--- config.mk ---
export PLATFORM = sky130hd
export DESIGN_NAME = bcd_xadd
export DESIGN_NICKNAME = d
export VERILOG_FILES = /design/src/rtl/bcd_xadd_pkg.sv /design/src/rtl/bcd_digit_stage.sv /design/src/rtl/bcd_predec_addr.sv /design/src/rtl/bcd_xadd.sv
export SDC_FILE = /design/constraint.sdc
export NUM_CORES = 1
export LEC_CHECK = 0
export BUFFER_PORTS_ARGS = -buffer_cell sky130_fd_sc_hd__clkbuf_2
export CORE_UTILIZATION = 47
export CTS_CLUSTER_SIZE = 10
export DETAILED_ROUTE_END_ITERATION = 6
export GPL_TIMING_DRIVEN = 0
export PLACE_DENSITY = 0.83
export SLEW_MARGIN = 40
export SYNTH_ARGS = -nofsm -noshare
export SYNTH_HDL_FRONTEND = slang
export SYNTH_SLANG_ARGS = --single-unit
--- constraint.sdc ---
create_clock -name clk -period 0.8 [get_ports clk]
set_input_delay 0.08 -clock clk [delete_from_list [all_inputs] [get_ports clk]]
set_output_delay 0.08 -clock clk [all_outputs]
set_load 0.01 [all_outputs]
--- src/rtl/bcd_xadd_pkg.sv ---
package bcd_xadd_pkg;
    localparam int NIB_W   = 4;
    localparam int DEC_LIM = 10;
    localparam int DEC_ADJ = 6;

    typedef struct packed {
        logic x;
        logic c;
        logic z;
    } bcd_flags_t;
endpackage

--- src/rtl/bcd_digit_stage.sv ---
module bcd_digit_stage #(
    parameter int SW  = 10,
    parameter int POS = 0
) (
    input  logic [SW-1:0]                    acc_i,
    input  logic [bcd_xadd_pkg::NIB_W-1:0]   a_nib_i,
    input  logic [bcd_xadd_pkg::NIB_W-1:0]   b_nib_i,
    output logic [SW-1:0]                    acc_o
);
    import bcd_xadd_pkg::*;

    localparam int SH = NIB_W * POS;
    localparam logic [SW-1:0] LIM = SW'(DEC_LIM) << SH;
    localparam logic [SW-1:0] ADJ = SW'(DEC_ADJ) << SH;

    logic [SW-1:0] raw;

    always_comb begin
        raw   = acc_i + (SW'(a_nib_i) << SH) + (SW'(b_nib_i) << SH);
        acc_o = (raw >= LIM) ? raw + ADJ : raw;
    end
endmodule

--- src/rtl/bcd_predec_addr.sv ---
module bcd_predec_addr #(
    parameter int AW = 32,
    parameter int RW = 3
) (
    input  logic [RW-1:0] src_idx_i,
    input  logic [RW-1:0] dst_idx_i,
    input  logic [AW-1:0] src_val_i,
    input  logic [AW-1:0] dst_val_i,
    output logic [AW-1:0] src_ea_o,
    output logic [AW-1:0] dst_ea_o
);
    localparam logic [RW-1:0] SP_IDX = {RW{1'b1}};

    logic [AW-1:0] src_step;
    logic [AW-1:0] dst_step;
    logic [AW-1:0] dst_base;

    always_comb begin
        src_step = (src_idx_i == SP_IDX) ? AW'(2) : AW'(1);
        dst_step = (dst_idx_i == SP_IDX) ? AW'(2) : AW'(1);
        src_ea_o = src_val_i - src_step;
        dst_base = (src_idx_i == dst_idx_i) ? src_ea_o : dst_val_i;
        dst_ea_o = dst_base - dst_step;
    end
endmodule

--- src/rtl/bcd_xadd.sv ---
module bcd_xadd #(
    parameter int DIGITS   = 2,
    parameter int AW       = 32,
    parameter int RW       = 3,
    parameter bit HAS_ADDR = 1'b1,
    localparam int W       = bcd_xadd_pkg::NIB_W * DIGITS
) (
    input  logic          clk,
    input  logic          rst_n,
    input  logic          start_i,
    input  logic [W-1:0]  opa_i,
    input  logic [W-1:0]  opb_i,
    input  logic          x_i,
    input  logic          z_i,
    input  logic [RW-1:0] src_idx_i,
    input  logic [RW-1:0] dst_idx_i,
    input  logic [AW-1:0] src_areg_i,
    input  logic [AW-1:0] dst_areg_i,
    output logic          valid_o,
    output logic [W-1:0]  result_o,
    output logic          x_o,
    output logic          c_o,
    output logic          z_o,
    output logic          nv_hold_o,
    output logic [AW-1:0] src_ea_o,
    output logic [AW-1:0] dst_ea_o
);
    import bcd_xadd_pkg::*;

    localparam int SW = W + 2;

    typedef struct packed {
        logic          valid;
        logic [W-1:0]  res;
        bcd_flags_t    flg;
        logic [AW-1:0] sea;
        logic [AW-1:0] dea;
    } out_t;

    out_t out_d, out_q;

    logic [SW-1:0] acc [0:DIGITS];
    logic [AW-1:0] sea_c, dea_c;
    logic          carry;
    logic [W-1:0]  sum_lo;

    assign acc[0] = SW'(x_i);

    for (genvar g = 0; g < DIGITS; g++) begin : g_digit
        bcd_digit_stage #(.SW(SW), .POS(g)) stage_i (
            .acc_i   (acc[g]),
            .a_nib_i (opa_i[g*NIB_W +: NIB_W]),
            .b_nib_i (opb_i[g*NIB_W +: NIB_W]),
            .acc_o   (acc[g+1])
        );
    end

    if (HAS_ADDR) begin : g_addr
        bcd_predec_addr #(.AW(AW), .RW(RW)) addr_i (
            .src_idx_i (src_idx_i),
            .dst_idx_i (dst_idx_i),
            .src_val_i (src_areg_i),
            .dst_val_i (dst_areg_i),
            .src_ea_o  (sea_c),
            .dst_ea_o  (dea_c)
        );
    end else begin : g_noaddr
        assign sea_c = '0;
        assign dea_c = '0;
    end

    assign sum_lo = acc[DIGITS][W-1:0];
    assign carry  = |acc[DIGITS][SW-1:W];

    always_comb begin
        out_d       = out_q;
        out_d.valid = start_i;
        if (start_i) begin
            out_d.res   = sum_lo;
            out_d.flg.x = carry;
            out_d.flg.c = carry;
            out_d.flg.z = (sum_lo != '0) ? 1'b0 : z_i;
            out_d.sea   = sea_c;
            out_d.dea   = dea_c;
        end
    end

    always_ff @(posedge clk or negedge rst_n) begin
        if (!rst_n) out_q <= '0;
        else        out_q <= out_d;
    end

    assign valid_o   = out_q.valid;
    assign nv_hold_o = out_q.valid;
    assign result_o  = out_q.res;
    assign x_o       = out_q.flg.x;
    assign c_o       = out_q.flg.c;
    assign z_o       = out_q.flg.z;
    assign src_ea_o  = out_q.sea;
    assign dst_ea_o  = out_q.dea;
endmodule

After elaboration in Yosys (flattened, before gate mapping)
Index checks and enable logic that the tools add are counted.
Storage, ports and cells
  flip-flop bits (word level): 75
Operators by class
  muxes and demuxes: 6
  equal/unequal tests: 3
  magnitude comparators: 2
  reductions and logical operators: 2
  add/subtract/negate cells: 8
Operator list (number)
  subtractor 32 bit: 2
  two-way mux 32 bit: 1
  adder 10 x 8 -> 10 bit: 2
  two-way mux 10 bit: 2
  adder 10 x 3 -> 10 bit (second input constant): 1
  adder 10 x 4 -> 10 bit: 1
  adder 10 x 7 -> 10 bit (second input constant): 1
  greater-or-equal comparator 10 x 4 -> 1 bit (second input constant): 1
  greater-or-equal comparator 10 x 8 -> 1 bit (second input constant): 1
  nonzero test 8 bit: 1
  == test 3 bit (second input constant): 2
  adder 1 x 4 -> 5 bit: 1
  two-way mux 2 bit: 2
  == test 3 bit: 1
  OR reduction 2 bit: 1
  two-way mux 1 bit: 1

Longest topological paths before layout
Gate-level depths: netlist (run 1).
  word-level depth: 10
  depth in mapped cells: 23
  gate-level depth less buffers: 23

Modules after synthesis
From an unflattened synthesis (run 1), not the netlist that was laid out.
Second synthesis, totals
  cell total of the unflattened synthesis: 604
  area total of the unflattened synthesis: 6153.4 um^2
By module, submodules not included
  bcd_xadd: area each 2820.2 um^2, instances 1, cells an instance 166, sequential area each 1876.8 um^2
  bcd_predec_addr: area each 2270.9 um^2, instances 1, cells an instance 308, sequential area each 0.0 um^2
  bcd_digit_stage (g_digit[0].stage_i): area each 643.1 um^2, instances 1, cells an instance 79, sequential area each 0.0 um^2
  bcd_digit_stage (g_digit[1].stage_i): area each 419.2 um^2, instances 1, cells an instance 51, sequential area each 0.0 um^2

Worst setup path after synthesis (run 1)
Ideal clock, no wire load.
  path kind: input to register
  start: in opa_i[0]
  end: reg out_q, in the netlist z_o
  path buffers: 0
  stages on the path: 21
  required time: 0.736 ns
  arrival: 4.022 ns
  setup slack: -3.286 ns
  cell sequence: ha_1 -> ha_1 -> inv_1 -> fa_1 -> xor2_1 -> ha_1 -> nor2_1 -> nand2_1 -> xnor2_1 -> fa_1 -> inv_1 -> ha_1 -> fa_1 -> xnor2_1 -> a21oi_1 -> nor3_1 -> nand2_1 -> mux2i_1 -> nand4_1 -> nor4_1 -> a21o_1
Between the ends
  cells in the longest elaborated chain, start to end: 10
  elaborated cells on any way between the ends: 12
RTL lines
  start: declaration: line bcd_xadd.sv:11  | input logic [W-1:0] opa_i,
  adder 1 x 4 -> 5 bit (*): line bcd_digit_stage.sv:19  | raw = acc_i + (SW'(a_nib_i) << SH) + (SW'(b_nib_i) << SH);
  adder 10 x 4 -> 10 bit (*): line bcd_digit_stage.sv:19
  adder 10 x 3 -> 10 bit or greater-or-equal comparator 10 x 4 -> 1 bit (tied branches): line bcd_digit_stage.sv:20  | acc_o = (raw >= LIM) ? raw + ADJ : raw;
  two-way mux 10 bit (*): line bcd_digit_stage.sv:20
  adder 10 x 8 -> 10 bit (*) (2 in series): line bcd_digit_stage.sv:19
  adder 10 x 7 -> 10 bit or greater-or-equal comparator 10 x 8 -> 1 bit (tied branches): line bcd_digit_stage.sv:20
  two-way mux 10 bit (*): line bcd_digit_stage.sv:20
  nonzero test 8 bit (*): line bcd_xadd.sv:82  | out_d.flg.z = (sum_lo != '0) ? 1'b0 : z_i;
  two-way mux 1 bit (*): line bcd_xadd.sv:82
  end signal: assignment: line bcd_xadd.sv:90  | else out_q <= out_d;
  end: declaration: line bcd_xadd.sv:40  | out_t out_d, out_q;
Mark *: on every way between the ends. The rest lies on a longest branch, timed or not.
A chain may end at the register's enable or synchronous reset.

Worst setup path in the final report (run 1)
  start: in x_i
  end: reg out_q, in the netlist z_o
Between the ends
  cells in the longest elaborated chain, start to end: 10
  elaborated cells on any way between the ends: 12
RTL lines
  start: declaration: line bcd_xadd.sv:13  | input logic x_i,
  adder 1 x 4 -> 5 bit (*): line bcd_digit_stage.sv:19
  adder 10 x 4 -> 10 bit (*): line bcd_digit_stage.sv:19
  adder 10 x 3 -> 10 bit or greater-or-equal comparator 10 x 4 -> 1 bit (tied branches): line bcd_digit_stage.sv:20
  two-way mux 10 bit (*): line bcd_digit_stage.sv:20
  adder 10 x 8 -> 10 bit (*) (2 in series): line bcd_digit_stage.sv:19
  adder 10 x 7 -> 10 bit or greater-or-equal comparator 10 x 8 -> 1 bit (tied branches): line bcd_digit_stage.sv:20
  two-way mux 10 bit (*): line bcd_digit_stage.sv:20
  nonzero test 8 bit (*): line bcd_xadd.sv:82
  two-way mux 1 bit (*): line bcd_xadd.sv:82
Marked as above.

==> summary.md, run 1 <==
| Metric | Value |
|---|---|
| Status | `finished with violations` |
| Failing checks | `negative setup slack` |
| WHS Path Cells | `3` |
| Initial DRT Pass Iterations | `5` |
| Cell row count | `38` |
| Max Slew Vio Count | `0` |
| Clock sinks | `75` |
| Multi-input logic area | `0.004579 mm²` |
| Most used DFF post-synth | `dfrtp_1` |
| Top cells by count, synth | `95 x nor2_1, 75 x dfrtp_1, 67 x a21oi_1` |
| Pwr dens | `1730 mW/mm²` |
| Stages on the worst setup path | `20` |
| Full die area | `0.01183 mm²` |
| Net count, final | `1026` |
| Fraction of registers with async set/reset | `1.000` |
| Final setup fails | `150` |
| Fin worst setup slack | `-3.085 ns` |
| CTS Root Cell | `clkbuf_16` |
| Setup crit end | `z_o$_DFFE_PN0P_` |
| Largest stage delay on the critical path | `0.47 ns` |
| Worst Reg-to-Reg Cells | `2` |
| Initial DRC Count | `589` |
| Min-delay src | `src_areg_i[14]` |
| Fillers | `556` |
| Core Area | `0.01098 mm²` |
| # port buffers | `166` |
| Count leader, synth | `nor2_1` |
| All-Layer GR Usage | `0.3464` |
| R2r endpoint | `src_ea_o[26]$_DFFE_PN0P_` |
| ANT nets after route | `0` |
| Synthesized area | `0.005356 mm²` |
| Pleak | `4.248 nW` |
| Dpl hpwl | `13020 µm` |
| First-pass GRT wire length | `30740 µm` |
| FF-to-FF setup slack | `-0.13 ns` |
| Post-synth cell types | `67` |
| Width of the die | `108.8 µm` |
| Total Power | `16.10 mW` |
| Final core occ | `0.8472` |
| Crit start category | `input pin` |
| Hold WS | `0.04996 ns` |
| H-tree levels | `3` |
| Reg2reg start | `src_ea_o[26]$_DFFE_PN0P_` |
| Clock buffer depth | `2` |
| Post-synth EDFFs | `0` |
| Drt drc | `0` |
| Top achievable clock speed | `257.4 MHz` |
| Diode count | `0` |
| Number of antenna violations at the first check in global routing | `0` |
| Worst clock skew | `0 ns` |
| Mapped Avg Cell Area | `8.781 µm²` |
| CP Class | `input pin to register` |
| #FFs+latches synth | `75` |
| Largest net degree at the start of global routing | `53` |
| Synth Instances | `610` |
| Starting Density | `0.4877` |
| Setup_tns | `-112.79 ns` |
| Vias in the first global route | `5975` |
| Period Utilization, post-route | `4.857` |
| Clk slew on worst S/H paths | `0.06 ns` |
| IR drop worst, VDD | `1.249 mV` |
| Total gr overflow | `0` |
| Slowest cell on crit path | `fa_1` |
| HP Class | `input pin to register` |
| Worst slew margin | `0.5046` |
| Via density per instance | `6.223` |
| Max_cap viols | `0` |
| CTS buffer count | `9` |
| Register area share after synthesis | `0.3504` |
| Buf/Inv on CP | `2` |
| Tmin final | `3.885 ns` |
| Worst setup EP type | `register` |
| Vias | `6559` |
| Worst-Margin Slew | `0.7353 ns` |
| Post-synth top area share | `0.3504` |
| TritonCTS clock tree | `yes` |
| Register area | `0.001877 mm²` |
| Worst-Skew Late Latency | `0.34 ns` |
| Dominant cells by area after synthesis | `dfrtp_1 35%, xnor2_1 7.5%, nor2_1 6.7%` |
| Crit-path leading delay family | `adder cells` |
| Routed wire length | `23470 µm` |
| RSZ-0062 raised after global routing | `yes` |
| Proportion of layout cells with a drive suffix above 1 | `0.5777` |
| Crit-path cells | `buf_6 > ha_4 > ha_4 > ha_1 > a21o_1 > a21oi_2 > xnor2_2 > nand2_2 > nor3_4 > fa_1 > buf_4 > fa_2 > xnor2_2 > a21oi_4 > nor3_4 > nand2_1 > mux2i_1 > nand4_1 > nor4_1 > a21o_1` |
| Routability congestion estimate from global placement | `0.9055` |
| Detailed-route wire length per cell | `22.27 µm` |
| Max Fanout on Critical Path | `4` |
| Yosys warnings | `0` |
| Setup WS pre-CTS | `-3.564 ns` |
| Final hold vios | `0` |
| Layout area overhead | `73.72%` |
| Worst Setup SP | `x_i` |
| Area leader, netlist | `dfrtp_1` |
| Crit path required time | `1.08 ns` |
| Die Height | `108.8 µm` |
| Ports | `168` |
| Post-Synthesis Net Count | `725` |
| CP arrival | `4.17 ns` |
==> layer usage <==
metal / vias up / track usage / wire (µm)
met1: 3149 / 0.4104 / 8139
met3: 154 / 0.06934 / 2399
li1: 2730 / - / -
met5: - / 0 / 0
met2: 526 / 0.6062 / 11580
met4: 0 / 0.1535 / 1347
==> how the worst min path moves through the flow <==
stage                                to  slack [ns]
2_1_floorplan           c_o$_DFFE_PN0P_       -0.22
3_3_place_gp        nv_hold_o$_DFF_PN0_        0.24
3_5_place_dp   src_ea_o[23]$_DFFE_PN0P_       -0.03
4_1_cts        src_ea_o[14]$_DFFE_PN0P_        0.03
5_1_grt        src_ea_o[14]$_DFFE_PN0P_        0.05
6_report       src_ea_o[14]$_DFFE_PN0P_        0.05
==> kinds of logic after synthesis <==
logic type	synth area share
simple gates	0.2570
xor+xnor	0.1145
compound gates	0.1565
flops	0.3504
mux	0.01799
buf+inv	0.03784
fa+ha+maj	0.06587
==> per-stage QoR <==
| stage | area [µm²] | std cells |
|---|---|---|
| CTS | 8526 | 1013 |
| floorplan | 5916 | 610 |
| detailed placement | 6958 | 917 |
| global route | 9305 | 1054 |
| finish | 9305 | 1054 |
| global placement | 6922 | 916 |
==> cell type report <==
type	count	share of cell area
multi-input combinational	486	0.4921
buffer	29	0.02528
clock buffer	12	0.02756
timing repair buffer	292	0.2252
clock inverter	2	0.001345
sequential	75	0.2017
inverter	18	0.007933
tap	140	0.01882
==> what timing repair did <==
item,4_1_cts,5_1_grt
buffers inserted,82,51
endpoints found under the hold margin,76,0
cloned,0,1
hold buffers,2,0
pin swaps,95,88
resized for setup,122,125
endpoints found under the setup margin,149,151
==> where the power goes <==
part	switching, mW	internal, mW	leakage (nW)
clock network	1.68	2.23	0.131
registers	0.418	4.38	0.849
logic	3.81	3.58	3.27
total	5.91	10.2	4.25
==> layout by cell type (no fill, tap or decap), drive strengths merged, types with 3 or more instances in the layout <==
cell	synthesis	layout
mux2	5	5
mux2i	4	4
and3	3	3
nand3	22	22
dfrtp	75	75
nor4	13	13
nand2	41	41
buf	11	150
and2	5	5
xor2	24	24
or3	6	6
or2	5	5
a31oi	10	10
nand4	6	6
o41ai	3	3
nand3b	6	6
a21o	7	7
nor4b	4	4
o21ai	19	19
nand2b	4	4
inv	17	17
xnor2	46	46
o21a	6	6
nor3b	5	5
nor3	21	21
nor2b	5	5
clkbuf	20	181
nor2	96	96
ha	17	17
fa	7	7
a21oi	70	70
nand4b	3	3
==> registers in the layout, indices dropped and copies added, names as in the netlist <==
| register | count |
|---|---|
| c_o | 1 |
| nv_hold_o | 1 |
| result_o | 8 |
| dst_ea_o | 32 |
| src_ea_o | 32 |
| z_o | 1 |
==> worst register-to-register path: cells and delay by family (launching register included) <==
| kind | cells | cell delay (ns) |
|---|---|---|
| compound gates | 1 | 0.10 |
| flops | 1 | 0.41 |
| simple gates | 1 | 0.30 |
No activity file was read; power rests on OpenSTA's default activity.
==> inputs of run 2 (changes only) <==
--- a/config.mk
+++ b/config.mk
@@ -7,6 +7,7 @@
 export LEC_CHECK = 0
 export BUFFER_PORTS_ARGS = -buffer_cell sky130_fd_sc_hd__clkbuf_2
 export CORE_UTILIZATION = 47
+export CTS_BUF_LIST = sky130_fd_sc_hd__clkbuf_16
 export CTS_CLUSTER_SIZE = 10
 export DETAILED_ROUTE_END_ITERATION = 6
 export GPL_TIMING_DRIVEN = 0
==> summary.md, run 2 (synthesis gave the netlist of run 1 again) <==
| Metric | Value |
|---|---|
| Status | `finished with violations` |
| Failing checks | `negative setup slack` |
| All-Layer GR Usage | `0.3620 (+0.01554)` |
| Non-filler cells, final | `1065 (+1.0%)` |
| RSZ-0062 raised after global routing | `yes` |
| CTS Root Cell | `clkbuf_16` |
| Worst-Skew Late Latency | `0.34 ns (about the same)` |
| Crit path required time | `1.08 ns (about the same)` |
| Max_cap viols | `0 (unchanged)` |
| Largest net degree at the start of global routing | `53 (unchanged)` |
| Worst setup EP type | `register` |
| Routability congestion estimate from global placement | `0.9055 (unchanged)` |
| Final setup fails | `150 (unchanged)` |
| CTS buffer count | `9 (unchanged)` |
| Placed insts | `917 (unchanged)` |
| CP arrival | `4.20 ns (+0.03 ns)` |
| Worst slew margin | `0.4923 (-0.01234)` |
| Routed wire length | `25070 µm (+6.8%)` |
| Most frequent cells in the layout | `148 x clkbuf_2, 94 x buf_4, 84 x nor2_1` |
| Top achievable clock speed | `255.3 MHz (-0.81%)` |
| WHS Path Cells | `3 (unchanged)` |
| Proportion of layout cells with a drive suffix above 1 | `0.5736 (-0.004087)` |
| Period Utilization, post-route | `4.896 (+0.03971)` |
| Layout area overhead | `75.68%` |
| CP Class | `input pin to register` |
| Starting Density | `0.4877 (unchanged)` |
| Via density per instance | `6.278 (+0.88%)` |
| Pwr dens | `1710 mW/mm² (-1.2%)` |
| Width of the die | `108.8 µm (unchanged)` |
| Net count, final | `1036 (+0.97%)` |
| Crit start category | `input pin` |
| Worst clock skew | `0 ns (unchanged)` |
| Clock sinks | `75 (unchanged)` |
| First-pass GRT wire length | `32030 µm (+4.2%)` |
| Worst-Margin Slew | `0.7565 ns (+0.02120 ns)` |
| FF-to-FF setup slack | `-0.14 ns (about the same)` |
| Tmin final | `3.917 ns (+0.03177 ns)` |
| Most common cell after layout, fill and taps aside | `clkbuf_2` |
| HP Class | `input pin to register` |
| H-tree levels | `3 (unchanged)` |
| Clk slew on worst S/H paths | `0.07 ns (about the same)` |
| Largest stage delay on the critical path | `0.47 ns (about the same)` |
| Cell row count | `38 (unchanged)` |
| Initial DRC Count | `649 (+10%)` |
| Reg2reg start | `src_ea_o[26]$_DFFE_PN0P_` |
| Clock buffer depth | `2 (unchanged)` |
| Detailed-route wire length per cell | `23.54 µm (+5.7%)` |
| Pleak | `4.322 nW (+1.8%)` |
| Initial DRT Pass Iterations | `6 (+1)` |
| Hold EP | `src_ea_o[10]$_DFFE_PN0P_` |
| Vias in the first global route | `6209 (+3.9%)` |
| Core Area | `0.01098 mm² (unchanged)` |
| IR drop worst, VDD | `1.255 mV (+0.43%)` |
| TritonCTS clock tree | `yes` |
| Max Slew Vio Count | `0 (unchanged)` |
| Total gr overflow | `0 (unchanged)` |
| Worst Reg-to-Reg Cells | `2 (unchanged)` |
| Dpl hpwl | `13020 µm (unchanged)` |
| Ports | `168 (unchanged)` |
| R2r endpoint | `src_ea_o[26]$_DFFE_PN0P_` |
| Drt drc | `0 (unchanged)` |
| Slowest cell on crit path | `fa_1` |
| Die Height | `108.8 µm (unchanged)` |
| # port buffers | `166 (unchanged)` |
| Full die area | `0.01183 mm² (unchanged)` |
| Crit-path cells | `buf_6 > ha_4 > ha_4 > ha_1 > a21o_1 > a21oi_2 > xnor2_2 > nand2_2 > nor3_4 > fa_1 > buf_4 > fa_2 > xnor2_2 > a21oi_4 > nor3_4 > nand2_1 > mux2i_1 > nand4_1 > nor4_1 > a21o_1` |
| Final hold vios | `0 (unchanged)` |
| Number of antenna violations at the first check in global routing | `1 (+1)` |
| Fin worst setup slack | `-3.117 ns (-0.03177 ns)` |
| Max Fanout on Critical Path | `4 (unchanged)` |
| Vias | `6686 (+1.9%)` |
| Min-delay src | `src_areg_i[10]` |
| Hold WS | `0.08920 ns (+0.03924 ns)` |
| ANT nets after route | `0 (unchanged)` |
run 2: how the worst max path moves through the flow:
stage / cells past startpoint / slack (ns) / end / start
2_1_floorplan: 22 / -3.10 / z_o$_DFFE_PN0P_ / opa_i[0]
3_3_place_gp: 23 / -3.41 / z_o$_DFFE_PN0P_ / opa_i[0]
3_5_place_dp: 23 / -3.56 / z_o$_DFFE_PN0P_ / opa_i[0]
4_1_cts: 24 / -2.91 / z_o$_DFFE_PN0P_ / x_i
5_1_grt: 24 / -3.40 / z_o$_DFFE_PN0P_ / x_i
6_report: 20 / -3.12 / z_o$_DFFE_PN0P_ / x_i
run 2: final cells by class:
type / count / area, µm²
fillers: 535 / 1573
clock inverters: 5 / 23.77
multi-input cells: 488 / 4594
inverters: 18 / 71.32
repair buffers: 300 / 2210
plain buffers: 29 / 231.5
well taps: 140 / 175.2
diodes: 1 / 2.502
flip-flops and latches: 75 / 1877
clock buffers: 9 / 225.2
run 2: through the flow:
step / setup TNS [ns] / instance area, µm² / setup slack, ns / power [mW] / util
6_report: -115.16 / 9410 / -3.117 / 16.09 / 0.8568
4_1_cts: -102.72 / 8617 / -2.915 / 14.41 / 0.7846
3_3_place_gp: -203.55 / 6922 / -3.412 / 9.442 / 0.6302
2_1_floorplan: -100.17 / 5916 / -3.105 / 7.869 / -
3_5_place_dp: -134.04 / 6958 / -3.564 / 9.700 / 0.6335
5_1_grt: -120.19 / 9410 / -3.402 / 16.61 / 0.8568
run 2: timing repair:
action,CTS,global route
setup buffers,87,52
pin swaps,90,63
gates cloned,2,0
hold buffers,2,0
gates resized for setup,129,115
hold endpoints to repair,76,0
setup endpoints to repair,149,151
run 2: power breakdown:
group	internal, mW	total [mW]	switching, mW
logic	3.67	7.59	3.92
registers	4.38	4.79	0.414
clock network	2.03	3.70	1.67
total	10.1	16.1	6.01
run 2: layer usage:
layer,global-route usage,up-vias,share of wire
met5,0,-,0
met4,0.1795,0,0.075
met3,0.07651,184,0.093
met2,0.6261,530,0.49
met1,0.4248,3212,0.34
li1,-,2760,-
run 2: critical path: cells and delay by family:
| kind | cells | cell delay, ns |
|---|---|---|
| adders and majority gates | 5 | 1.57 |
| and+or+nand+nor | 6 | 1.06 |
| AOI/OAI and AO/OA | 4 | 0.61 |
| xor gates and xnor gates | 2 | 0.44 |
| buffers and inverters | 2 | 0.26 |
| muxes | 1 | 0.18 |
